--- config.mk ---
export PLATFORM = sky130hd
export DESIGN_NAME = zol_sequencer
export DESIGN_NICKNAME = d
export VERILOG_FILES = /design/src/rtl/zol_pkg.sv /design/src/rtl/zol_end_cmp.sv /design/src/rtl/zol_iter_ctr.sv /design/src/rtl/zol_pc_gen.sv /design/src/rtl/zol_sequencer.sv
export SDC_FILE = /design/constraint.sdc
export NUM_CORES = 1
export LEC_CHECK = 0
export ABC_AREA = 1
export BUFFER_PORTS_ARGS = -buffer_cell sky130_fd_sc_hd__buf_2
export CAP_MARGIN = 20
export CELL_PAD_IN_SITES_DETAIL_PLACEMENT = 0
export CELL_PAD_IN_SITES_GLOBAL_PLACEMENT = 1
export CORE_MARGIN = 8
export CORE_UTILIZATION = 45
export DETAILED_ROUTE_END_ITERATION = 8
export HOLD_SLACK_MARGIN = 0.15
export PLACE_DENSITY_LB_ADDON = 0.1
export SYNTH_ARGS = -nofsm -noshare
export SYNTH_HDL_FRONTEND = slang
export SYNTH_HIERARCHICAL = 1
export SYNTH_SLANG_ARGS = --single-unit
--- constraint.sdc ---
create_clock -name clk -period 2.8 [get_ports clk]
set_input_delay 0.28 -clock clk [delete_from_list [all_inputs] [get_ports clk]]
set_output_delay 0.28 -clock clk [all_outputs]
set_load 0.05 [all_outputs]
--- src/rtl/zol_pkg.sv ---
package zol_pkg;

   // exit rule of the armed loop
   typedef enum logic {
      ZOL_COUNTED = 1'b0,
      ZOL_UNTIL   = 1'b1
   } zol_mode_e;

endpackage

--- src/rtl/zol_end_cmp.sv ---
module zol_end_cmp #(
   parameter int unsigned PC_W = 16
) (
   input  logic [PC_W-1:0] pc_cur,
   input  logic [PC_W-1:0] end_addr,
   input  logic            armed,
   output logic            hit
);

   generate
      if (PC_W < 2) begin : g_bad_width
         $error("zol_end_cmp: PC_W must be at least 2");
      end
   endgenerate

   // bitwise match folded into one reduction
   logic [PC_W-1:0] bit_eq;

   genvar gi;
   generate
      for (gi = 0; gi < PC_W; gi++) begin : g_eq
         assign bit_eq[gi] = ~(pc_cur[gi] ^ end_addr[gi]);
      end
   endgenerate

   assign hit = armed & (&bit_eq);

endmodule

--- src/rtl/zol_iter_ctr.sv ---
module zol_iter_ctr #(
   parameter int unsigned CNT_W = 8
) (
   input  logic             clk,
   input  logic             rst_n,
   input  logic             load,
   input  logic [CNT_W-1:0] load_val,
   input  logic             dec,
   output logic             last
);

   generate
      if (CNT_W < 1) begin : g_bad_width
         $error("zol_iter_ctr: CNT_W must be at least 1");
      end
   endgenerate

   // holds passes remaining minus one; a load of 0 wraps to all ones
   logic [CNT_W-1:0] rem_q;

   always_ff @(posedge clk or negedge rst_n) begin
      if (!rst_n) begin
         rem_q <= '0;
      end else if (load) begin
         rem_q <= load_val - CNT_W'(1);
      end else if (dec) begin
         rem_q <= rem_q - CNT_W'(1);
      end
   end

   assign last = (rem_q == '0);


   no_wrap_chk: assert property (@(posedge clk) disable iff (!rst_n)
      dec |-> !last)
      else $error("counter decremented on its final pass");


   zero_load_max_chk: assert property (@(posedge clk) disable iff (!rst_n)
      (load && load_val == '0) |=> (rem_q == {CNT_W{1'b1}}))
      else $error("zero count did not load the maximum");

endmodule

--- src/rtl/zol_pc_gen.sv ---
module zol_pc_gen #(
   parameter int unsigned PC_W = 16
) (
   input  logic            clk,
   input  logic            rst_n,
   input  logic            adv,
   input  logic            go_back,
   input  logic [PC_W-1:0] start_addr,
   output logic [PC_W-1:0] pc_q,
   output logic [PC_W-1:0] pc_inc
);

   assign pc_inc = pc_q + PC_W'(1);

   always_ff @(posedge clk or negedge rst_n) begin
      if (!rst_n) begin
         pc_q <= '0;
      end else if (adv) begin
         pc_q <= go_back ? start_addr : pc_inc;
      end
   end


   stall_hold_chk: assert property (@(posedge clk) disable iff (!rst_n)
      !adv |=> $stable(pc_q))
      else $error("pc moved during a stall");


   back_target_chk: assert property (@(posedge clk) disable iff (!rst_n)
      (adv && go_back) |=> (pc_q == $past(start_addr)))
      else $error("loop-back did not land on the start address");

endmodule

--- src/rtl/zol_sequencer.sv ---
module zol_sequencer
   import zol_pkg::*;
#(
   parameter int unsigned PC_W     = 16,
   parameter int unsigned CNT_W    = 8,
   parameter bit          UNTIL_EN = 1'b1
) (
   input  logic             clk,
   input  logic             rst_n,
   input  logic             adv_en,
   input  logic             do_strobe,
   input  logic             rpt_strobe,
   input  logic             do_until,
   input  logic [PC_W-1:0]  loop_end,
   input  logic [CNT_W-1:0] loop_count,
   input  logic             term_cond,
   output logic [PC_W-1:0]  pc,
   output logic             loop_active
);

   generate
      if (PC_W < 2 || PC_W > 32) begin : g_bad_pc
         $error("zol_sequencer: PC_W must be within 2..32");
      end
      if (CNT_W < 1 || CNT_W > 16) begin : g_bad_cnt
         $error("zol_sequencer: CNT_W must be within 1..16");
      end
   endgenerate

   // loop state
   logic [PC_W-1:0] start_q;
   logic [PC_W-1:0] end_q;
   zol_mode_e       mode_q;
   logic            active_q;

   // control
   logic [PC_W-1:0] pc_q;
   logic [PC_W-1:0] pc_inc;
   logic            at_end;
   logic            last_pass;
   logic            arm;
   logic            until_sel;
   zol_mode_e       arm_mode;
   logic [PC_W-1:0] arm_end;
   logic            exit_now;
   logic            take_back;
   logic            ctr_dec;

   // condition mode may be compiled out
   generate
      if (UNTIL_EN) begin : g_until
         assign until_sel = do_until;
      end else begin : g_count_only
         assign until_sel = 1'b0;
      end
   endgenerate

   assign arm      = adv_en & ~active_q & (do_strobe | rpt_strobe);
   assign arm_end  = do_strobe ? loop_end : pc_inc;
   assign arm_mode = (do_strobe && until_sel) ? ZOL_UNTIL : ZOL_COUNTED;

   assign exit_now  = adv_en & at_end &
                      ((mode_q == ZOL_UNTIL) ? term_cond : last_pass);
   assign take_back = adv_en & at_end & ~exit_now;
   assign ctr_dec   = take_back & (mode_q == ZOL_COUNTED);

   always_ff @(posedge clk or negedge rst_n) begin
      if (!rst_n) begin
         start_q  <= '0;
         end_q    <= '0;
         mode_q   <= ZOL_COUNTED;
         active_q <= 1'b0;
      end else if (arm) begin
         start_q  <= pc_inc;
         end_q    <= arm_end;
         mode_q   <= arm_mode;
         active_q <= 1'b1;
      end else if (exit_now) begin
         active_q <= 1'b0;
      end
   end

   zol_end_cmp #(.PC_W(PC_W)) u_cmp (
      .pc_cur   (pc_q),
      .end_addr (end_q),
      .armed    (active_q),
      .hit      (at_end)
   );

   zol_iter_ctr #(.CNT_W(CNT_W)) u_ctr (
      .clk      (clk),
      .rst_n    (rst_n),
      .load     (arm),
      .load_val (loop_count),
      .dec      (ctr_dec),
      .last     (last_pass)
   );

   zol_pc_gen #(.PC_W(PC_W)) u_pc (
      .clk        (clk),
      .rst_n      (rst_n),
      .adv        (adv_en),
      .go_back    (take_back),
      .start_addr (start_q),
      .pc_q       (pc_q),
      .pc_inc     (pc_inc)
   );

   assign pc          = pc_q;
   assign loop_active = active_q;


   seq_step_chk: assert property (@(posedge clk) disable iff (!rst_n)
      (adv_en && !loop_active) |=> (pc == $past(pc) + PC_W'(1)))
      else $error("pc did not step by one outside a loop");


   body_step_chk: assert property (@(posedge clk) disable iff (!rst_n)
      (adv_en && loop_active && !at_end) |=> (pc == $past(pc) + PC_W'(1)))
      else $error("pc did not step by one inside the body");


   arm_flag_chk: assert property (@(posedge clk) disable iff (!rst_n)
      (adv_en && !loop_active && (do_strobe || rpt_strobe)) |=> loop_active)
      else $error("setup strobe did not arm a loop");


   exit_at_end_chk: assert property (@(posedge clk) disable iff (!rst_n)
      $fell(loop_active) |-> ($past(at_end) && pc == $past(pc) + PC_W'(1)))
      else $error("loop ended away from the final address");


   until_exit_chk: assert property (@(posedge clk) disable iff (!rst_n)
      (adv_en && at_end && mode_q == ZOL_UNTIL && term_cond) |=> !loop_active)
      else $error("condition seen at the final address did not end the loop");


   busy_ignore_chk: assert property (@(posedge clk) disable iff (!rst_n)
      (loop_active && !at_end) |=> ($stable(start_q) && $stable(end_q) && loop_active))
      else $error("loop state changed while a loop was running");

endmodule

==> impl_metrics.tcl, run 1 <==
set metrics [dict create \
    initial_core_util_pct 45.3 \
    max_cap_viol_count 0 \
    track_usage_pct 17.3 \
    numCtsBuffers 9 \
    path_max_fanout 26 \
    fin_nets 620 \
    finalWirelength_um 9100 \
    fin_crit_sh_pct 77.0 \
    clk_pin_slew_ns 0.07 \
    numPortBuffers 47 \
    maxSlewViolCount 0 \
    p_leak_uw 0.00233 \
    routedWlPerCell_um 13.1 \
    hpwlAfterDp_um 6540 \
    cts_sinks 58 \
    h-tree-depth 3 \
    io_pins 48 \
    ant_nets 0 \
    dr.first_iter.drc_count 154 \
    netlist.area_leader.share_pct 39.8 \
    multi_input_area_mm2 0.00181 \
    power_frac_seq_pct 39.6 \
    post-route-min-period_ns 2.15 \
    die-area_mm2 0.0112 \
    dieWidth_um 106 \
    worstHoldPathType "in2reg" \
    vias_per_cell 4.77 \
    grt_pass1_vias 3269 \
    vias 3321 \
    syn_area_mm2 0.00365 \
    cpMaxStageDelayCell "dfrtp_1" \
    fmax_mhz 464 \
    combPwrFrac_pct 39.3 \
    fillCellCount 844 \
    crit_top_cell "nand2_1" \
    internal_power_uw 2160 \
    grt_pass1_wl_um 15700 \
    register_area_mm2 0.00145 \
    ys_types 33 \
    ys_ff_latch 58 \
    critPathCaptureType "flip-flop" \
    critical_path_class "reg2reg" \
    core_area_mm2 0.00805 \
    synth_fp_nets 572 \
    setup_viol 0 \
    swShare_pct 43.1 \
    synth_area_leader_cell "dfrtp_1" \
    tns_ns 0 \
    fin_skew_ns 0.0110 \
    worstPathArrival_ns 2.37 \
    rows 33 \
    tritoncts "yes" \
    diodes 0 \
    avgSynthCellArea_um2 6.77 \
    die_y_um 106 \
    yosys-top-cells-area "dfrtp_1, nand2_1, inv_1" \
    power.density_mw_per_mm2 912 \
    grt_start_max_net_pins 52 \
    ctsLongestPathBuffers 2 \
    grt-ovfl-total 0 \
    ys_seq_area_share_pct 39.8 \
    p_sw_uw 1640 \
    gp_congestion 0.820 \
    rsz0062_at_grt "no" \
    worstPathCellList "inv_1 > nand4_1 > nor4_1 > nand2_1 > nand2_1 > nor2_1 > buf_4 > inv_2 > a21oi_1 > o21ai_1 > o21ai_0" \
    synthCells 539 \
    yosys_warnings 6 \
    slowest_delay_ns 0.39 \
    grt_antenna_before_repair 0 \
    crit_path_start_kind "flip-flop" \
    drc 0 \
    root_buffer "clkbuf_8" \
    crit_required_ns 3.01 \
    drtPass1Iterations 5 \
    area_growth_pct 14.2 \
    worst_slew_pin_slew_ns 0.749 \
    outcome "complete, no violations" \
    max_slew_margin_pct 50.0 \
    peakVddDrop_mv 0.320 \
    drive_gt1_share_pct 18.3 \
    clock_latency_ns 0.33 \
    cts_setup_buffers 0 \
    hold_viol 0 \
    p_clk_share_pct 21.1 \
    whs_ns 0.214 \
]
-- cell usage in the layout, fill, tap and decap left out, types with 7 or more instances in the layout --
cell type  synthesis  layout
xor2_1             9       9
nand3_1           20      20
inv_1             69      69
a21oi_1            7       7
dfrtp_1           58      58
o21ai_0           25      25
buf_2              7      47
o21ai_1           21      21
inv_2              8       8
nand2_2           13      13
nor2_1            47      47
clkbuf_8           0      12
nand2_1          208     208
-- routing by layer --
layer / vias up / wire, um / share of wire [%] / GRT usage [%]
li1: 1739 / - / - / -
met1: 1518 / 4340 / 48 / 21.9
met2: 58 / 4220 / 46 / 27.3
met3: 6 / 416 / 4.6 / 3.81
met4: 0 / 121 / 1.3 / 8.24
met5: - / 0 / 0 / 0
-- cells by family (layout without fill, tap and decap cells) --
group | Yosys count | count (layout) | synth area share, %
AND/OR/NAND/NOR | 311 | 311 | 36.5
buffers and inverters | 94 | 146 | 10.7
AO/OA/AOI/OAI | 62 | 62 | 9.02
flip-flops | 58 | 58 | 39.8
XOR/XNOR | 12 | 12 | 3.29
adder cells (fa/ha/maj) | 2 | 2 | 0.686
-- power by group through the flow --
stage          clock [uW]  combinational (uW)  sequential, uW
6_report              804                1490            1500
5_1_grt               867                1700            1560
4_1_cts               835                1510            1510
3_5_place_dp            0                1500            1520
3_3_place_gp            0                1480            1520
2_1_floorplan           0                 971            1650
-- synthesized netlist by cell type (all sizes together) --
master    n
nand3    22
inv      77
buf      13
nor2     57
o21bai    1
clkbuf    3
dfrtp    58
nand2   224
ha        2
clkinv    1
nor3      2
or2       1
o22ai     4
o21ai    48
nand4     4
a22oi     1
xnor2     1
nor4      1
a31oi     1
xor2     11
a21oi     7
-- state kept, by name (all words and copies together), names as in the netlist --
| register | count |
|---|---|
| start_q | 16 |
| end_q | 16 |
| loop_active | 1 |
| u_pc/pc_q | 16 |
| mode_q | 1 |
| u_ctr/rem_q | 8 |
-- final timing paths --
kind / cells after the start / endpoint / slack [ns] / start
worst max-delay path: 11 / u_pc/pc_q[0]$_DFFE_PN0P_ / 0.65 / u_ctr/rem_q[2]$_DFFE_PN0P_
worst min-delay path: 3 / mode_q$_DFFE_PN0P_ / 0.21 / do_until
worst max register to register: 11 / u_pc/pc_q[0]$_DFFE_PN0P_ / 0.65 / u_ctr/rem_q[2]$_DFFE_PN0P_
worst min register to register: 2 / u_ctr/rem_q[5]$_DFFE_PN0P_ / 0.48 / u_ctr/rem_q[5]$_DFFE_PN0P_
max in group asynchronous: 3 / end_q[10]$_DFFE_PN0P_ / 1.94 / rst_n
min in group asynchronous: 3 / end_q[1]$_DFFE_PN0P_ / 0.48 / rst_n
-- through the flow --
stage | instances | total power (uW) | worst slack, ns | utilization [%] | cell area [um2]
6_report | 696 | 3800 | 0.645 | 51.8 | 4170
3_5_place_dp | 680 | 3020 | 0.683 | 49.1 | 3960
4_1_cts | 696 | 3850 | 0.667 | 51.8 | 4170
5_1_grt | 696 | 4130 | 0.400 | 51.8 | 4170
3_3_place_gp | 680 | 3000 | 0.704 | 49.1 | 3960
2_1_floorplan | 539 | 2630 | 0.548 | - | 3650
-- repair_timing --
| item | CTS | global route |
|---|---|---|
| gates resized for setup | 0 | 0 |
| hold buffers | 1 | 0 |
| endpoints found under the hold margin | 58 | 0 |
-- worst max-delay path, delay by kind of cell, from the launching register on --
kind / cells / cell delay [ns]
buffers and inverters: 3 / 0.61
DFF: 1 / 0.39
AOI/OAI and AO/OA: 3 / 0.33
and+or+nand+nor: 5 / 0.71
-- area by class of cell --
cell class	count	share of cell area, %
tap	105	3.15
multi-input combinational	387	43.3
sequential	58	34.8
inverter	78	7.02
timing repair buffer	53	6.78
clock buffer	13	4.05
clock inverter	2	0.840
Power figures use the tool's default switching activity.
==> run 2, diff against run 1 <==
--- a/config.mk
+++ b/config.mk
@@ -11,7 +11,7 @@
 export CELL_PAD_IN_SITES_DETAIL_PLACEMENT = 0
 export CELL_PAD_IN_SITES_GLOBAL_PLACEMENT = 1
 export CORE_MARGIN = 8
-export CORE_UTILIZATION = 45
+export CORE_UTILIZATION = 41
 export DETAILED_ROUTE_END_ITERATION = 8
 export HOLD_SLACK_MARGIN = 0.15
 export PLACE_DENSITY_LB_ADDON = 0.1
==> constraint.sdc (replaced) <==
create_clock -name clk -period 2 [get_ports clk]
set_input_delay 0.2 -clock clk [delete_from_list [all_inputs] [get_ports clk]]
set_output_delay 0.2 -clock clk [all_outputs]
set_load 0.05 [all_outputs]
==> impl_metrics.tcl, run 2 (same netlist as run 1, synthesis figures left out) <==
set metrics [dict create \
    outcome "complete, no violations" \
    drc 0 \
    path_max_fanout 10 \
    drive_gt1_share_pct 26.1 \
    core_area_mm2 0.00868 \
    instances_no_fill 729 \
    crit_required_ns 2.22 \
    vias 3444 \
    fin_skew_ns 0.0134 \
    grt.met2_usage_pct 28.3 \
    tns_ns 0 \
    grt_busiest_layer "met2" \
    dr.first_iter.drc_count 229 \
    dpl_cell_area_mm2 0.00419 \
    fillCellCount 921 \
    h-tree-depth 3 \
    totalPowerFinal_uw 5720 \
    grt_start_max_net_pins 59 \
    worstPathArrival_ns 2.06 \
    numCtsBuffers 9 \
    layout_commonest_cell "nand2_1" \
    clk_pin_slew_ns 0.08 \
    whs_ns 0.161 \
    combPwrFrac_pct 42.4 \
    fin_nets 649 \
    hpwlAfterDp_um 7040 \
    cts_sinks 58 \
    maxSlewViolCount 0 \
    tritoncts "yes" \
    place_inst 706 \
    max_slew_margin_pct 64.2 \
    p_sw_uw 2400 \
    min_from "loop_end[11]" \
    clock_latency_ns 0.35 \
    worstHoldPathType "in2reg" \
    routedWlPerCell_um 13.5 \
    fin_crit_sh_pct 91.9 \
    top_regs "end_q (16), start_q (16), u_pc/pc_q (16)" \
    finalWirelength_um 9830 \
    rows 34 \
    setup_viol 0 \
    ff2ff_path_depth 15 \
    grt_pass1_vias 3398 \
    crit_path_start_kind "flip-flop" \
    grt_pass1_wl_um 16300 \
    dieWidth_um 110 \
    min_path_cells 5 \
    ctsLongestPathBuffers 2 \
    rsz0062_at_grt "yes" \
    initial_core_util_pct 42.1 \
    critPathCaptureType "flip-flop" \
    critical_path_class "reg2reg" \
    regToRegSetupSlack_ns 0.16 \
    power.density_mw_per_mm2 1260 \
    fmax_mhz 544 \
    hold_end "end_q[11]$_DFFE_PN0P_" \
    io_pins 48 \
    multi_input_area_mm2 0.00184 \
    hold_viol 0 \
    post-route-min-period_ns 1.84 \
    worst_slew_pin_slew_ns 0.537 \
    grtUsageMet3_pct 3.84 \
    die_y_um 110 \
    p_leak_uw 0.00248 \
    max_cap_viol_count 0 \
    die-area_mm2 0.0122 \
    root_buffer "clkbuf_8" \
    register_area_mm2 0.00147 \
    reg2reg_from "u_pc/pc_q[0]$_DFFE_PN0P_" \
    gp_congestion 0.813 \
    grt-ovfl-total 0 \
    power_frac_seq_pct 34.8 \
    vias_per_cell 4.72 \
    ant_nets 0 \
    internal_power_uw 3320 \
    area_growth_pct 24.2 \
    swShare_pct 42.0 \
    diodes 0 \
    drtPass1Iterations 5 \
    design_area_mm2 0.00453 \
    use_met1_pct 21.8 \
    grt_antenna_before_repair 0 \
    track_usage_pct 17.1 \
    numPortBuffers 47 \
    mostFrequentLayoutCells "nand2_1, inv_1, buf_2, nor2_1, dfrtp_1" \
    peakVddDrop_mv 0.446 \
    p_clk_share_pct 22.8 \
    worstReg2RegEnd "u_pc/pc_q[11]$_DFFE_PN0P_" \
]
## run 2: power by group through the flow
stage               registers (uW)  logic, uW  clock network [uW]
finish                        1990       2430                1300
global route                  2060       2740                1380
CTS                           1990       2430                1330
detailed placement            2010       2420                   0
global placement              2010       2400                   0
floorplan                     2340       1360                   0
## run 2: layout make-up
class | count | area share [%]
multi-input combinational | 387 | 40.6
sequential | 58 | 32.5
timing repair buffer | 82 | 12.2
inverter | 78 | 6.51
clock buffer | 12 | 3.64
tap | 108 | 2.98
clock inverter | 4 | 1.60
## run 2: worst max-delay path, stage by stage (launching register included)
cell and delay [ns]:
dfrtp_2 0.41, nand2_1 0.09, nand2_2 0.08, nor2_1 0.11, nand2_1 0.06, nor2_1 0.08, nand2_1 0.07, nor2_2 0.11
nand2_2 0.09, nor2_4 0.13, inv_4 0.08, buf_12 0.15, nor2_1 0.08, nor2_1 0.04, nand2_1 0.08, nand2_1 0.05
## run 2: repair_timing
action | 4_1_cts | 5_1_grt
setup buffers | 0 | 1
resized for setup | 0 | 11
hold endpoints to repair | 62 | 0
endpoints found under the setup margin | 0 | 19
hold buffers | 5 | 0
## run 2: how the worst max path moves through the flow
stage,start,endpoint,slack [ns],cells after the start
final,u_pc/pc_q[0]$_DFFE_PN0P_,u_pc/pc_q[11]$_DFFE_PN0P_,0.16,15
after global routing,end_q[4]$_DFFE_PN0P_,u_pc/pc_q[11]$_DFFE_PN0P_,-0.005,15
after CTS,u_pc/pc_q[0]$_DFFE_PN0P_,u_pc/pc_q[4]$_DFFE_PN0P_,0.1,13
after detailed placement,u_pc/pc_q[14]$_DFFE_PN0P_,u_pc/pc_q[4]$_DFFE_PN0P_,0.1,10
after global placement,u_pc/pc_q[14]$_DFFE_PN0P_,u_pc/pc_q[10]$_DFFE_PN0P_,0.13,12
after floorplan,loop_active$_DFFE_PN0P_,u_ctr/rem_q[2]$_DFFE_PN0P_,0.008,11
## run 2: through the flow
stage	setup slack [ns]	util, %
floorplan	0.00761	-
global placement	0.129	48.2
detailed placement	0.0998	48.2
CTS	0.0986	51.5
global route	-0.00550	52.2
finish	0.163	52.2
## run 2: metal layers
layer / vias up / wire length, um
met5: - / 0
met4: 0 / 114
met3: 11 / 573
met2: 62 / 4580
met1: 1573 / 4560
li1: 1798 / -
==> run 3, diff against run 2 <==
--- a/config.mk
+++ b/config.mk
@@ -5,13 +5,12 @@
 export SDC_FILE = /design/constraint.sdc
 export NUM_CORES = 1
 export LEC_CHECK = 0
-export ABC_AREA = 1
 export BUFFER_PORTS_ARGS = -buffer_cell sky130_fd_sc_hd__buf_2
 export CAP_MARGIN = 20
 export CELL_PAD_IN_SITES_DETAIL_PLACEMENT = 0
 export CELL_PAD_IN_SITES_GLOBAL_PLACEMENT = 1
 export CORE_MARGIN = 8
-export CORE_UTILIZATION = 41
+export CORE_UTILIZATION = 46
 export DETAILED_ROUTE_END_ITERATION = 8
 export HOLD_SLACK_MARGIN = 0.15
 export PLACE_DENSITY_LB_ADDON = 0.1
==> impl_metrics.tcl, run 3 <==
set metrics [dict create \
    outcome "finished, violations left" \
    violations "negative setup slack" \
    p_leak_uw 0.00207 \
    synth-main-ff-cell "dfrtp_1" \
    routedWlPerCell_um 16.7 \
    ys_seq_area_share_pct 41.7 \
    drc 0 \
    drive_gt1_share_pct 56.0 \
    synth.most_common_cell "dfrtp_1" \
    grt_pass1_wl_um 14500 \
    io_pins 48 \
    vias_per_cell 5.21 \
    track_usage_pct 18.0 \
    max_slew_margin_pct 68.0 \
    tns_ns -4.55 \
    diodes 0 \
    syn_area_mm2 0.00348 \
    avgSynthCellArea_um2 10.9 \
    dr_wl_met3_um 381 \
    synth_common_cells "dfrtp_1, mux2_2, xnor2_1, nand2_1, nor2_1" \
    async_flop_share_pct 100 \
    cp_top_family "simple AND/OR/NAND/NOR gates" \
    grt-ovfl-total 0 \
    grt_pass1_vias 2900 \
    finalWirelength_um 9010 \
    clk_pin_slew_ns 0.07 \
    top_layer "met4" \
    synthCells 319 \
    rsz0062_at_grt "yes" \
    cts_sinks 58 \
    initial_core_util_pct 47.8 \
    numCtsBuffers 9 \
    clock_latency_ns 0.34 \
    worstPathCellList "xor2_2 > nor4_2 > nand4_1 > nor4_2 > nand2_1 > nor3_4 > buf_6 > nand3b_1 > nor4_2 > xnor2_1 > mux2i_1" \
    core_area_mm2 0.00729 \
    gp_congestion 0.805 \
    worstHoldPathType "in2reg" \
    fin_nets 470 \
    drt-met1-wl_um 4130 \
    root_buffer "clkbuf_8" \
    synth_fp_nets 352 \
    synth_enable_flop_cells 0 \
    yosys_warnings 6 \
    slowest_delay_ns 0.42 \
    fmax_mhz 441 \
    critPathCaptureType "flip-flop" \
    setup_viol 24 \
    ctsLongestPathBuffers 2 \
    grt_start_max_net_pins 35 \
    pre_cts_ws_ns -0.332 \
    fillCellCount 596 \
    hold_viol 0 \
    drtPass1Iterations 4 \
    ys_types 47 \
    worstPathArrival_ns 2.48 \
    ys_ff_latch 58 \
    h-tree-depth 3 \
    crit_path_start_kind "flip-flop" \
    maxSlewViolCount 0 \
    layout_commonest_cell "buf_4" \
    fin_crit_sh_pct 113 \
    totalPowerFinal_uw 5610 \
    numPortBuffers 47 \
    area_growth_pct 40.1 \
    die-area_mm2 0.0106 \
    critical_path_class "reg2reg" \
    die_y_um 103 \
    dieWidth_um 103 \
    mostFrequentLayoutCells "buf_4, buf_2, mux2_2, dfrtp_1, xnor2_1" \
    dr_wl_met2_um 4410 \
    fin_skew_ns 0.0120 \
    rows 31 \
    yosys-top-cells-area "dfrtp_1, mux2_2, xnor2_1" \
    synth_area_leader_cell "dfrtp_1" \
    cpMaxStageDelayCell "dfrtp_2" \
    hpwlAfterDp_um 6360 \
    post-route-min-period_ns 2.27 \
    path_max_fanout 3 \
    instances_no_fill 540 \
    path_buf_inv 1 \
    whs_ns 0.193 \
    tritoncts "yes" \
    power.density_mw_per_mm2 1150 \
    worst_slew_pin_slew_ns 0.480 \
    grt_antenna_before_repair 0 \
    ant_nets 0 \
    crit_required_ns 2.21 \
    vias 2816 \
    dr.first_iter.drc_count 106 \
    setup_slack_ns -0.268 \
    crit_top_cell "nor4_2" \
    place_inst 503 \
    max_cap_viol_count 0 \
    top_regs "end_q (16), start_q (16), u_pc/pc_q (16)" \
    netlist.area_leader.share_pct 41.7 \
    peakVddDrop_mv 0.688 \
]
==> run 3: worst paths after layout <==
check	from	endpoint	slack, ns	cells after the start
max	u_pc/pc_q[2]$_DFFE_PN0P_	u_ctr/rem_q[6]$_DFFE_PN0P_	-0.27	11
min	loop_count[7]	u_ctr/rem_q[7]$_DFFE_PN0P_	0.19	3
max reg2reg	u_pc/pc_q[2]$_DFFE_PN0P_	u_ctr/rem_q[6]$_DFFE_PN0P_	-0.27	11
min reg2reg	start_q[9]$_DFFE_PN0P_	start_q[9]$_DFFE_PN0P_	0.49	1
max in group asynchronous	rst_n	loop_active$_DFFE_PN0P_	1.22	3
min in group asynchronous	rst_n	end_q[8]$_DFFE_PN0P_	0.42	3
==> run 3: repair_timing <==
| action | 4_1_cts | 5_1_grt |
|---|---|---|
| endpoints found under the setup margin | 27 | 30 |
| setup buffers | 8 | 15 |
| gates resized for setup | 25 | 42 |
| pin swaps | 9 | 18 |
| hold endpoints to repair | 60 | 0 |
| hold buffers | 3 | 0 |
==> run 3: layout make-up <==
class	count	area (um2)	area share, %
tap	99	124	2.54
multi-input combinational	235	2120	43.3
timing repair buffer	122	898	18.4
clock buffer	14	193	3.95
inverter	11	51.3	1.05
clock inverter	1	30.0	0.615
sequential	58	1470	30.1
==> run 3: power by group <==
part | internal (uW) | leakage, uW | switching [uW]
registers | 1640 | 0.000632 | 324
logic | 1170 | 0.00132 | 1270
clock network | 739 | 0.000115 | 458
total | 3560 | 0.00207 | 2050
==> run 3: stage by stage <==
step / cell area [um2] / utilization (%)
global placement: 4220 / 57.8
finish: 4880 / 67.0
detailed placement: 4220 / 57.8
CTS: 4620 / 63.4
floorplan: 3590 / -
global route: 4880 / 67.0
==> run 3: cell families (layout without fill, tap and decap cells) <==
family          after synthesis  count (layout)  synth area share (%)
compound gates               39              39                  8.33
flops                        58              58                  41.7
simple gates                 93              93                  15.5
mux                          58              58                  18.4
xor+xnor                     43              43                  10.8
fa+ha+maj                     2               2                 0.718
buf+inv                      26             148                  4.60
==> run 3: layer usage <==
| metal | global-route usage, % | vias to the layer above |
|---|---|---|
| li1 | - | 1370 |
| met1 | 22.5 | 1390 |
| met2 | 29.9 | 47 |
| met3 | 4.32 | 9 |
| met4 | 5.67 | 0 |
| met5 | 0 | - |
==> run 3: worst reg2reg max path, stage by stage (launching register included) <==
cell      delay (ns)
dfrtp_2         0.42
xor2_2          0.18
nor4_2          0.25
nand4_1         0.13
nor4_2          0.16
nand2_1         0.16
nor3_4          0.20
buf_6           0.13
nand3b_1        0.10
nor4_2          0.18
xnor2_1         0.15
mux2i_1         0.08
